`src/rtl/tlut_pkg.sv`:
```
package tlut_pkg;

  localparam int AW = 8;

  localparam logic [AW-1:0] ADR_SEL  = 8'h60;
  localparam logic [AW-1:0] ADR_CFG  = 8'h61;
  localparam logic [AW-1:0] ADR_PTR  = 8'h64;
  localparam logic [AW-1:0] ADR_SETV = 8'h70;
  localparam logic [AW-1:0] ADR_SETG = 8'h71;
  localparam logic [AW-1:0] ADR_TAB  = 8'h80;

  // bit 3 .. bit 0
  typedef struct packed {
    logic pol;   // power not yet good
    logic tau;   // update done flag
    logic ten;   // conversion enable
    logic aen;   // automatic pointer enable
  } cfg_t;

  localparam cfg_t CFG_RST = '{pol: 1'b1, tau: 1'b1, ten: 1'b1, aen: 1'b1};

endpackage

```
`src/rtl/tlut_cfg.sv`:
```
module tlut_cfg
  import tlut_pkg::*;
(
  input  logic       clk,
  input  logic       rst_n,
  input  logic       pwr_good,
  input  logic       wr_en,
  input  logic [2:0] wr_bits,
  input  logic       upd_done,
  output cfg_t       cfg
);

  always_ff @(posedge clk or negedge rst_n) begin
    if (!rst_n) begin
      cfg <= CFG_RST;
    end else begin
      if (pwr_good) cfg.pol <= 1'b0;
      if (wr_en) begin
        cfg.tau <= wr_bits[2];
        cfg.ten <= wr_bits[1];
        cfg.aen <= wr_bits[0];
      end
      if (upd_done) cfg.tau <= 1'b1;   // hardware set beats host clear
    end
  end

  a_r2_pol_sticky: assert property (@(posedge clk) disable iff (!rst_n)
    !cfg.pol |=> !cfg.pol);

  a_r8_done_set: assert property (@(posedge clk) disable iff (!rst_n)
    upd_done |=> cfg.tau);

endmodule

```
`src/rtl/tlut_bin.sv`:
```
module tlut_bin #(
  parameter int TW       = 12,
  parameter int FRAC     = 4,
  parameter int BIN_LOG2 = 2,
  parameter int LOW_DEG  = -40,
  parameter int HYST_DEG = 1,
  parameter int ENTRIES  = 40,
  parameter int IW       = 6
) (
  input  logic [TW-1:0] temp,
  input  logic [IW-1:0] cur_idx,
  output logic [IW-1:0] nxt_idx
);

  localparam int SW     = TW + 3;
  localparam int OFS    = (-LOW_DEG) * (2 ** FRAC);
  localparam int HYS_M1 = HYST_DEG * (2 ** FRAC) - 1;
  localparam int SH     = BIN_LOG2 + FRAC;

  logic signed [SW-1:0] t_x;
  logic signed [SW-1:0] up_s;
  logic signed [SW-1:0] dn_s;
  logic [IW-1:0]        up_i;
  logic [IW-1:0]        dn_i;

  function automatic logic [IW-1:0] clamp_row(input logic signed [SW-1:0] v);
    if (v < 0)                       return '0;
    else if (v > SW'(ENTRIES - 1))   return IW'(ENTRIES - 1);
    else                             return v[IW-1:0];
  endfunction

  assign t_x  = {{(SW-TW){temp[TW-1]}}, temp};
  assign up_s = (t_x + SW'(OFS)) >>> SH;
  assign dn_s = (t_x + SW'(OFS + HYS_M1)) >>> SH;
  assign up_i = clamp_row(up_s);
  assign dn_i = clamp_row(dn_s);

  always_comb begin
    if (up_i > cur_idx)      nxt_idx = up_i;
    else if (dn_i < cur_idx) nxt_idx = dn_i;
    else                     nxt_idx = cur_idx;
  end

endmodule

```
`src/rtl/tlut_tables.sv`:
```
module tlut_tables #(
  parameter int ENTRIES = 40,
  parameter int DW      = 8,
  parameter int IW      = 6
) (
  input  logic          clk,
  input  logic          rst_n,
  input  logic          wr_en,
  input  logic          wr_bank,
  input  logic [IW-1:0] wr_idx,
  input  logic [DW-1:0] wr_data,
  input  logic          rd_bank,
  input  logic [IW-1:0] rd_idx,
  output logic [DW-1:0] rd_data,
  input  logic [IW-1:0] ld_idx,
  output logic [DW-1:0] ld_v,
  output logic [DW-1:0] ld_g
);

  localparam int NB = 2;

  logic [NB-1:0][DW-1:0] rd_w;
  logic [NB-1:0][DW-1:0] ld_w;

  for (genvar b = 0; b < NB; b++) begin : g_bank
    logic [DW-1:0] mem [ENTRIES];

    always_ff @(posedge clk or negedge rst_n) begin
      if (!rst_n) begin
        for (int i = 0; i < ENTRIES; i++) mem[i] <= '0;
      end else if (wr_en && (wr_bank == 1'(b)) && (int'(wr_idx) < ENTRIES)) begin
        mem[wr_idx] <= wr_data;
      end
    end

    assign rd_w[b] = (int'(rd_idx) < ENTRIES) ? mem[rd_idx] : '0;
    assign ld_w[b] = (int'(ld_idx) < ENTRIES) ? mem[ld_idx] : '0;
  end

  assign rd_data = rd_w[rd_bank];
  assign ld_v    = ld_w[0];
  assign ld_g    = ld_w[1];

endmodule

```
`src/rtl/tlut_ctrl.sv`:
```
module tlut_ctrl
  import tlut_pkg::*;
#(
  parameter int ENTRIES  = 40,
  parameter int DW       = 8,
  parameter int TW       = 12,
  parameter int FRAC     = 4,
  parameter int BIN_LOG2 = 2,
  parameter int LOW_DEG  = -40,
  parameter int HYST_DEG = 1
) (
  input  logic          clk,
  input  logic          rst_n,
  input  logic [TW-1:0] temp_data,
  input  logic          temp_valid,
  output logic          temp_ready,
  input  logic          bus_busy,
  input  logic          pwr_good,
  input  logic          reg_we,
  input  logic [AW-1:0] reg_addr,
  input  logic [DW-1:0] reg_wdata,
  output logic [DW-1:0] reg_rdata,
  output logic [DW-1:0] set_v,
  output logic [DW-1:0] set_g
);

  localparam int IW = $clog2(ENTRIES);
  localparam logic [AW-1:0] ADR_TLAST = AW'(int'(ADR_TAB) + ENTRIES - 1);
  localparam logic [DW-1:0] D_TAB     = DW'(ADR_TAB);
  localparam logic [DW-1:0] D_TLAST   = DW'(ADR_TLAST);

  cfg_t          cfg;
  logic          sel_q;
  logic [IW-1:0] ptr_q;
  logic [IW-1:0] ptr_n;
  logic [IW-1:0] nxt_idx;
  logic [IW-1:0] tab_idx;
  logic [IW-1:0] ptr_wr_idx;
  logic [DW-1:0] tab_rd;
  logic [DW-1:0] ld_v;
  logic [DW-1:0] ld_g;
  logic          acc;
  logic          load;
  logic          hit_tab;
  logic          ptr_ok;
  logic          wr_sel, wr_cfg, wr_ptr, wr_sv, wr_sg, wr_tab;

  // ---------------- decode ----------------
  assign hit_tab    = (reg_addr >= ADR_TAB) && (reg_addr <= ADR_TLAST);
  assign tab_idx    = IW'(reg_addr - ADR_TAB);
  assign ptr_ok     = (reg_wdata >= D_TAB) && (reg_wdata <= D_TLAST);
  assign ptr_wr_idx = IW'(reg_wdata - D_TAB);

  assign wr_sel = reg_we && (reg_addr == ADR_SEL);
  assign wr_cfg = reg_we && (reg_addr == ADR_CFG);
  assign wr_ptr = reg_we && (reg_addr == ADR_PTR);
  assign wr_sv  = reg_we && (reg_addr == ADR_SETV);
  assign wr_sg  = reg_we && (reg_addr == ADR_SETG);
  assign wr_tab = reg_we && hit_tab;

  // ---------------- sample handshake ----------------
  assign temp_ready = ~cfg.pol & cfg.ten & ~bus_busy;
  assign acc        = temp_valid & temp_ready;

  // ---------------- sub-blocks ----------------
  tlut_cfg u_cfg (
    .clk      (clk),
    .rst_n    (rst_n),
    .pwr_good (pwr_good),
    .wr_en    (wr_cfg),
    .wr_bits  (reg_wdata[2:0]),
    .upd_done (acc),
    .cfg      (cfg)
  );

  tlut_bin #(
    .TW       (TW),
    .FRAC     (FRAC),
    .BIN_LOG2 (BIN_LOG2),
    .LOW_DEG  (LOW_DEG),
    .HYST_DEG (HYST_DEG),
    .ENTRIES  (ENTRIES),
    .IW       (IW)
  ) u_bin (
    .temp    (temp_data),
    .cur_idx (ptr_q),
    .nxt_idx (nxt_idx)
  );

  tlut_tables #(
    .ENTRIES (ENTRIES),
    .DW      (DW),
    .IW      (IW)
  ) u_tab (
    .clk     (clk),
    .rst_n   (rst_n),
    .wr_en   (wr_tab),
    .wr_bank (sel_q),
    .wr_idx  (tab_idx),
    .wr_data (reg_wdata),
    .rd_bank (sel_q),
    .rd_idx  (tab_idx),
    .rd_data (tab_rd),
    .ld_idx  (ptr_n),
    .ld_v    (ld_v),
    .ld_g    (ld_g)
  );

  // ---------------- pointer ----------------
  always_comb begin
    ptr_n = ptr_q;
    if (cfg.aen) begin
      if (acc) ptr_n = nxt_idx;
    end else if (wr_ptr && ptr_ok) begin
      ptr_n = ptr_wr_idx;
    end
  end

  assign load = acc | (cfg.ten & ~cfg.aen & wr_ptr & ptr_ok);

  always_ff @(posedge clk or negedge rst_n) begin
    if (!rst_n) begin
      ptr_q <= '0;
      sel_q <= 1'b0;
    end else begin
      ptr_q <= ptr_n;
      if (wr_sel) sel_q <= reg_wdata[0];
    end
  end

  // ---------------- settings ----------------
  always_ff @(posedge clk or negedge rst_n) begin
    if (!rst_n) begin
      set_v <= '0;
      set_g <= '0;
    end else if (load) begin
      set_v <= ld_v;
      set_g <= ld_g;
    end else if (!cfg.ten) begin
      if (wr_sv) set_v <= reg_wdata;
      if (wr_sg) set_g <= reg_wdata;
    end
  end

  // ---------------- read mux ----------------
  always_comb begin
    reg_rdata = '0;
    if (hit_tab) begin
      reg_rdata = tab_rd;
    end else begin
      case (reg_addr)
        ADR_SEL:  reg_rdata = DW'(sel_q);
        ADR_CFG:  reg_rdata = DW'(cfg);
        ADR_PTR:  reg_rdata = D_TAB + DW'(ptr_q);
        ADR_SETV: reg_rdata = set_v;
        ADR_SETG: reg_rdata = set_g;
        default:  reg_rdata = '0;
      endcase
    end
  end

  // ---------------- assertions ----------------
  a_r6_ptr_in_range: assert property (@(posedge clk) disable iff (!rst_n)
    int'(ptr_q) < ENTRIES);

  a_r2_hold_in_powerup: assert property (@(posedge clk) disable iff (!rst_n)
    cfg.pol && !reg_we |=> $stable(set_v) && $stable(set_g));

  a_r3_busy_hold: assert property (@(posedge clk) disable iff (!rst_n)
    bus_busy && !reg_we |=> $stable(set_v) && $stable(set_g) && $stable(ptr_q));

  a_r9_manual_hold: assert property (@(posedge clk) disable iff (!rst_n)
    !cfg.ten && !reg_we |=> $stable(set_v) && $stable(set_g));

  a_r10_frozen_ptr: assert property (@(posedge clk) disable iff (!rst_n)
    !cfg.aen && !reg_we |=> $stable(ptr_q));

endmodule

```
`config.mk`:
```
export PLATFORM = sky130hd
export DESIGN_NAME = tlut_ctrl
export DESIGN_NICKNAME = d
export VERILOG_FILES = /design/src/rtl/tlut_pkg.sv /design/src/rtl/tlut_cfg.sv /design/src/rtl/tlut_bin.sv /design/src/rtl/tlut_tables.sv /design/src/rtl/tlut_ctrl.sv
export SDC_FILE = /design/constraint.sdc
export NUM_CORES = 2
export LEC_CHECK = 0
export BUFFER_PORTS_ARGS = -buffer_cell sky130_fd_sc_hd__buf_2
export CAP_MARGIN = 10
export CORE_UTILIZATION = 48
export CTS_CLUSTER_DIAMETER = 40
export DETAILED_ROUTE_END_ITERATION = 10
export GPL_TIMING_DRIVEN = 0
export PLACE_DENSITY_LB_ADDON = 0.3
export SKIP_CTS_REPAIR_TIMING = 1
export SLEW_MARGIN = 10
export SYNTH_ARGS = -nofsm -noshare
export SYNTH_HDL_FRONTEND = slang
export SYNTH_HIERARCHICAL = 1
export SYNTH_SLANG_ARGS = --single-unit
```
`constraint.sdc`:
```
create_clock -name clk -period 5 [get_ports clk]
set_input_delay 1 -clock clk [delete_from_list [all_inputs] [get_ports clk]]
set_output_delay 1 -clock clk [all_outputs]
set_load 0.005 [all_outputs]
```
== Word-level counts from Yosys, hierarchy flattened ==
Index checks and enable logic that the tools add are counted.
Storage, ports and cells
  register bits after elaboration: 667
  bits of input ports: 34
  logic and storage cells: 188
  output and inout bits: 25
Operators by class
  reductions and logical operators: 19
  multiplexer cells: 41
  magnitude comparators: 16
  equal/unequal tests: 6
  add/subtract/negate cells: 5
  bitwise gates (word level): 13
Operators with widths (count)
  320-bit bitwise mux: 2
  8-bit binary-select mux with 6-bit select: 4
  8-bit two-way mux: 22
  6-bit two-way mux: 9
  8-bit demux with 6-bit select: 1
  8-bit by 7-bit equality test with 1-bit output (second input constant): 5
  8-bit one-hot mux with 5 select lines: 1
  12-bit by 11-bit adder with 13-bit output (second input constant): 2
  7-bit by 1-bit less-than comparator with 1-bit output (second input constant): 3
  8-bit greater-or-equal comparator (second input constant): 2
  8-bit less-or-equal comparator (second input constant): 2
  7-bit greater-or-equal comparator (second input constant): 2
  7-bit > comparator (second input constant): 2
  1-bit logical AND: 14
  6-bit NOT with 7-bit output: 2
  6-bit less-than comparator (second input constant): 2
  6-bit by 1-bit subtractor with 6-bit output (second input constant): 2
  8-bit by 6-bit adder with 8-bit output (first input constant): 1
  1-bit AND: 6
  6-bit > comparator: 1
  6-bit less-than comparator: 1
  2-bit nonzero test: 3
  1-bit NOT: 4
  2-bit AND reduction: 2
  5 further kinds: 5

== Logic depth before layout (Yosys ltp) ==
  word-level depth: 15
  mapped depth: 27
  mapped depth without buffers: 22

== Cells and area by module ==
The synthesis kept the hierarchy.
Modules (own cells, without submodules)
  tlut_tables: cells each 2226, times used 1, seq. area each 16015.4 um^2, area an instance 34485.6 um^2
  tlut_ctrl: cells each 138, times used 1, seq. area each 575.6 um^2, area an instance 1675.4 um^2
  tlut_bin: cells each 138, times used 1, seq. area each 0.0 um^2, area an instance 962.2 um^2
  tlut_cfg: cells each 9, times used 1, seq. area each 105.1 um^2, area an instance 148.9 um^2

== Worst setup path after synthesis ==
Ideal clock, no wire load.
  kind: in2reg
  from: in temp_data[7]
  to: reg set_v[2]
  setup time: 0.125 ns
  path buffers: 3
  path slack: -0.959 ns
  stages: 24
  required time: 4.875 ns
  arrival time: 5.834 ns
  cell sequence: inv_1 > ha_1 > nand4_1 > o21bai_1 > xor2_1 > a211oi_2 > or2_2 > ha_1 > a21o_1 > a21o_1 > a211oi_1 > inv_1 > a311oi_1 > o21bai_1 > mux2i_1 > mux2i_1 > buf_2 > buf_2 > buf_1 > mux4_2 > mux4_2 > a21oi_1 > o21ai_1 > mux2_4
On the way
  longest elaborated chain between the ends: 15
  elaborated cells between the ends (all ways): 23
  those cells by class: add/sub (2); order compare (7); mux (13); bitwise (1)
Ends and longest elaborated chain
  from (decl): line tlut_ctrl.sv:14  | input logic [TW-1:0] temp_data,
  12-bit by 11-bit adder with 13-bit output: line tlut_bin.sv:34  | assign dn_s = (t_x + SW'(OFS + HYS_M1)) >>> SH;
  7-bit > comparator: line tlut_bin.sv:28  | else if (v > SW'(ENTRIES - 1)) return IW'(ENTRIES - 1);
  6-bit two-way mux: line tlut_bin.sv:28
  6-bit two-way mux: line tlut_bin.sv:27  | if (v < 0) return '0;
  6-bit less-than comparator: line tlut_bin.sv:40  | else if (dn_i < cur_idx) nxt_idx = dn_i;
  6-bit two-way mux: line tlut_bin.sv:40
  6-bit two-way mux (*): line tlut_bin.sv:39  | if (up_i > cur_idx) nxt_idx = up_i;
  named net nxt_idx[1]: line tlut_ctrl.sv:36  | logic [IW-1:0] nxt_idx;
  6-bit two-way mux (*): line tlut_ctrl.sv:113  | if (acc) ptr_n = nxt_idx;
  6-bit two-way mux (*): line tlut_ctrl.sv:112  | if (cfg.aen) begin
  named net ptr_n[1]: line tlut_ctrl.sv:35  | logic [IW-1:0] ptr_n;
  6-bit NOT with 7-bit output (not written as such): line tlut_tables.sv:37  | assign ld_w[b] = (int'(ld_idx) < ENTRIES) ? mem[ld_idx] : '0;
  8-bit binary-select mux with 6-bit select: line tlut_tables.sv:37
  8-bit two-way mux (not written as such) (2 in a row): line tlut_tables.sv:37
  8-bit two-way mux (*): line tlut_tables.sv:37
  named net ld_v[2]: line tlut_ctrl.sv:40  | logic [DW-1:0] ld_v;
  8-bit two-way mux (*): line tlut_ctrl.sv:136  | end else if (load) begin
  to (signal assigned): line tlut_ctrl.sv:137  | set_v <= ld_v;
  to (signal assigned): line tlut_ctrl.sv:140  | if (wr_sv) set_v <= reg_wdata;
  to (decl): line tlut_ctrl.sv:23  | output logic [DW-1:0] set_v,
The timed path passes the listed nets; every way through them passes the cells marked *. The select of a mux whose other input is x is not followed.
A chain may end at the register's enable or synchronous reset.

== Worst setup path in the final report ==
  from: in temp_data[7]
  to: reg set_v[7]
Same word-level chain as after synthesis.

==> flow_summary.toml <==
[logic_synthesis]
synth_xor_area_share_pct = 0.1141
synth-compound-area-share_pct = 3.485
ys_types = 80
synth_edf_count = 0
synth_area_um2 = 37270
ys_ff_latch = 667
synth_top_family_by_area = "multiplexers"
syn-num-nets = 2558
synth.area.mux_share_pct = 44.25
synthAdderAreaFrac_pct = 0.4364
synth.avg_cell_area_um2 = 14.84
async_reset_ff_share_pct = 100.0
ys.flop_type = "dfrtp_1"
ys_seq_area_share_pct = 44.80
syn_inst = 2511
yosysWarnings = 6
synthSimpleGateAreaFrac_pct = 4.176

[layout]
drive_gt1_share_pct = 55.96
area_growth_pct = 20.96
final_util_pct = 59.07
layout.nets = 2784
fill_cells = 5880
multiInputGateArea_um2 = 20190
ff_latch_area_um2 = 16700
final_area_um2 = 45080

[sta]
clock_skew_ns = 0.03508
fin_crit_ns = 5.665
slew_violations = 0
rsz0062_at_grt = "true"
period_share_pct = 113.3
max_freq_mhz = 176.5
holdWs_ns = 0.2611
finalSetupViolations = 18
tns_ns = -10.18
slew_headroom_pct = 19.92
setup_ws_ns = -0.6649
worst_pin_slew_ns = 1.197
finalHoldViolations = 0

[job]
maxCapViolations = 0

[critical_path]
cp_slowest_cell = "mux4_2"
critPathTopFamily = "multiplexers"
path_buf_inv = 8
cp_max_fo = 6
worstSetupPathType = "in2reg"
setup.worst_path.start_class = "primary input"
crit_required_ns = 5.55
setup.worst_path.end_class = "flop"
max_stage_delay_ns = 0.63
arrival_ns = 6.21

[pwr]
clockPowerShare_pct = 53.7
p_comb_share_pct = 9.4
ir_drop_mv = 0.2818
internal_power_mw = 11.34
p_leak_nw = 20.18
p_switching_mw = 3.844
switching_share_pct = 25.32
finalPower_mw = 15.18
p_seq_share_pct = 36.8
power_density_nw_per_um2 = 336.8

[drt]
wire_per_inst_um = 36.50
route.met3.wl_um = 16720
ant_nets = 0
highest_layer = "met5"
post_drt_via_cell_ratio = 6.897
m1WireLength_um = 52890
wl_met2_um = 63730
num_vias = 26628
drc = 0
drt_iter0_markers = 3336
wl_um = 140900
first_pass_iters = 6

[die]
die_x_um = 280.7
rows = 101
floorplan.initialDensity_pct = 48.83
die_y_um = 280.7
io_pins = 59
die-area_um2 = 78770
fp.coreArea_um2 = 76330

[clock_network]
cts_tree = "built"
cts_root_buffer = "clkbuf_16"
cts_htree_levels = 3
numCtsBuffers = 105
clockBufferDepth = 3
clock_sinks = 667
clk_latency_ns = 0.69
clkTransAtPathRegs_ns = 0.05

[placed_design]
gp_congestion = 1.022
io_buffers = 57
placed_cell_area_um2 = 39260
dp_hpwl_um = 98590

[run_status]
status = "finished with violations"
violations = "setup timing"

[global_route]
antenna_found_initial = 6
grt_use_total_pct = 35.94
grt_overflow = 0
grt_max_degree = 117
grt_first_pass_wirelength_um = 198600
grt_pass1_vias = 27304

[hold_path]
hold_path.class = "in2async"
## metal layers
layer,up-vias,global-route usage (%)
met5,-,0
met4,6,19.07
met3,407,12.08
met2,1762,53.34
met1,14165,46.72
li1,10288,-
## power by group through the flow
stage	logic, mW	registers, mW	clock network, mW
floorplan	0.675	5.65	0
global placement	1.19	5.67	0
detailed placement	1.23	5.68	0
CTS	1.24	5.59	8.22
global route	1.48	5.60	8.46
finish	1.43	5.59	8.16
## per-stage QoR
| step | setup slack (ns) | cells |
|---|---|---|
| 4_1_cts | -1.771 | 3804 |
| 2_1_floorplan | -0.4264 | 2511 |
| 3_5_place_dp | -2.471 | 3605 |
| 3_3_place_gp | -10.41 | 3598 |
| 5_1_grt | -0.8246 | 3859 |
| 6_report | -0.6649 | 3861 |
## layout make-up
type / instances / area share [%]
sequential: 667 / 37.03
clock inverter: 76 / 2.611
multi-input combinational: 1620 / 44.77
buffer: 209 / 3.877
antenna: 2 / 0.01110
inverter: 13 / 0.1249
tap: 1030 / 2.858
clock buffer: 123 / 6.178
timing repair buffer: 121 / 2.534
## worst paths after layout
kind,to,depth (start not counted),slack (ns),start
setup / recovery,set_v[7],26,-0.66,temp_data[7]
min in group clk,u_cfg/cfg[3],2,0.45,pwr_good
max in group asynchronous,u_tab/g_bank[0].mem[301],5,2.61,rst_n
setup reg to reg,set_v[7],19,0.30,ptr_q[4]
hold reg to reg,u_cfg/cfg[3],1,0.50,u_cfg/cfg[3]
hold / removal,u_tab/g_bank[0].mem[138],1,0.26,rst_n
## worst register-to-register path: cells and delay by family (launching register included)
| family | cells | cell delay (ns) |
|---|---|---|
| mux | 5 | 1.78 |
| buf+inv | 6 | 0.99 |
| compound gates | 6 | 0.83 |
| flops | 1 | 0.49 |
| fa+ha+maj | 1 | 0.33 |
| simple gates | 1 | 0.15 |
## layout by cell type (no fill, tap or decap), drive strengths merged, types with 5 or more instances in the layout
master | synthesis | layout
a211oi | 6 | 6
a21o | 9 | 9
a21oi | 38 | 38
a221oi | 15 | 15
a22oi | 26 | 26
a31oi | 6 | 6
and2 | 7 | 7
and3b | 5 | 5
buf | 93 | 217
bufinv | 0 | 24
clkbuf | 118 | 236
clkinv | 0 | 21
clkinvlp | 0 | 15
dfrtp | 663 | 663
ha | 13 | 13
inv | 13 | 29
mux2 | 682 | 682
mux2i | 103 | 103
mux4 | 343 | 343
nand2 | 72 | 72
nand2b | 7 | 7
nand3 | 28 | 28
nand3b | 8 | 8
nand4 | 12 | 12
nor2 | 85 | 85
nor2b | 12 | 12
nor3 | 9 | 9
nor3b | 9 | 9
nor4 | 5 | 5
o211ai | 5 | 5
o21a | 5 | 5
o21ai | 47 | 47
o22ai | 7 | 7
or2 | 5 | 5
## Yosys cell counts, drive strengths merged, types with 4 or more instances
| library cell | count | area, um2 |
|---|---|---|
| a211oi | 6 | 50.05 |
| a21o | 9 | 67.56 |
| a21oi | 38 | 190.2 |
| a221oi | 15 | 131.4 |
| a22oi | 26 | 195.2 |
| a31oi | 6 | 37.54 |
| and2 | 7 | 43.79 |
| and3b | 5 | 43.79 |
| buf | 93 | 531.8 |
| clkbuf | 118 | 442.9 |
| dfrtp | 663 | 16590 |
| dfstp | 4 | 105.1 |
| ha | 13 | 162.7 |
| inv | 13 | 48.80 |
| mux2 | 682 | 7717 |
| mux2i | 103 | 1031 |
| mux4 | 343 | 7744 |
| nand2 | 72 | 310.3 |
| nand2b | 7 | 43.79 |
| nand3 | 28 | 140.1 |
| nand3b | 8 | 60.06 |
| nand4 | 12 | 96.34 |
| nor2 | 85 | 346.6 |
| nor2b | 12 | 75.07 |
| nor3 | 9 | 66.32 |
| nor3b | 9 | 77.57 |
| nor4 | 5 | 46.29 |
| o211ai | 5 | 37.54 |
| o21a | 5 | 38.79 |
| o21ai | 47 | 239.0 |
| o21bai | 4 | 30.03 |
| o22ai | 7 | 43.79 |
| o31ai | 4 | 30.03 |
| or2 | 5 | 31.28 |
## flip-flops by register name, indices dropped and copies added, names as in the netlist
register and count:
u_cfg/cfg 4, u_tab/g_bank.mem 640, ptr_q 6, sel_q 1, set_v 8, set_g 8
## logic make-up after synthesis
logic type,count (synthesis)
and+or+nand+nor,280
xor gates and xnor gates,4
muxes,1128
DFF,667
adders and majority gates,13
buffers and inverters,224
AOI/OAI and AO/OA,195
No activity file was read; power rests on OpenSTA's default activity.
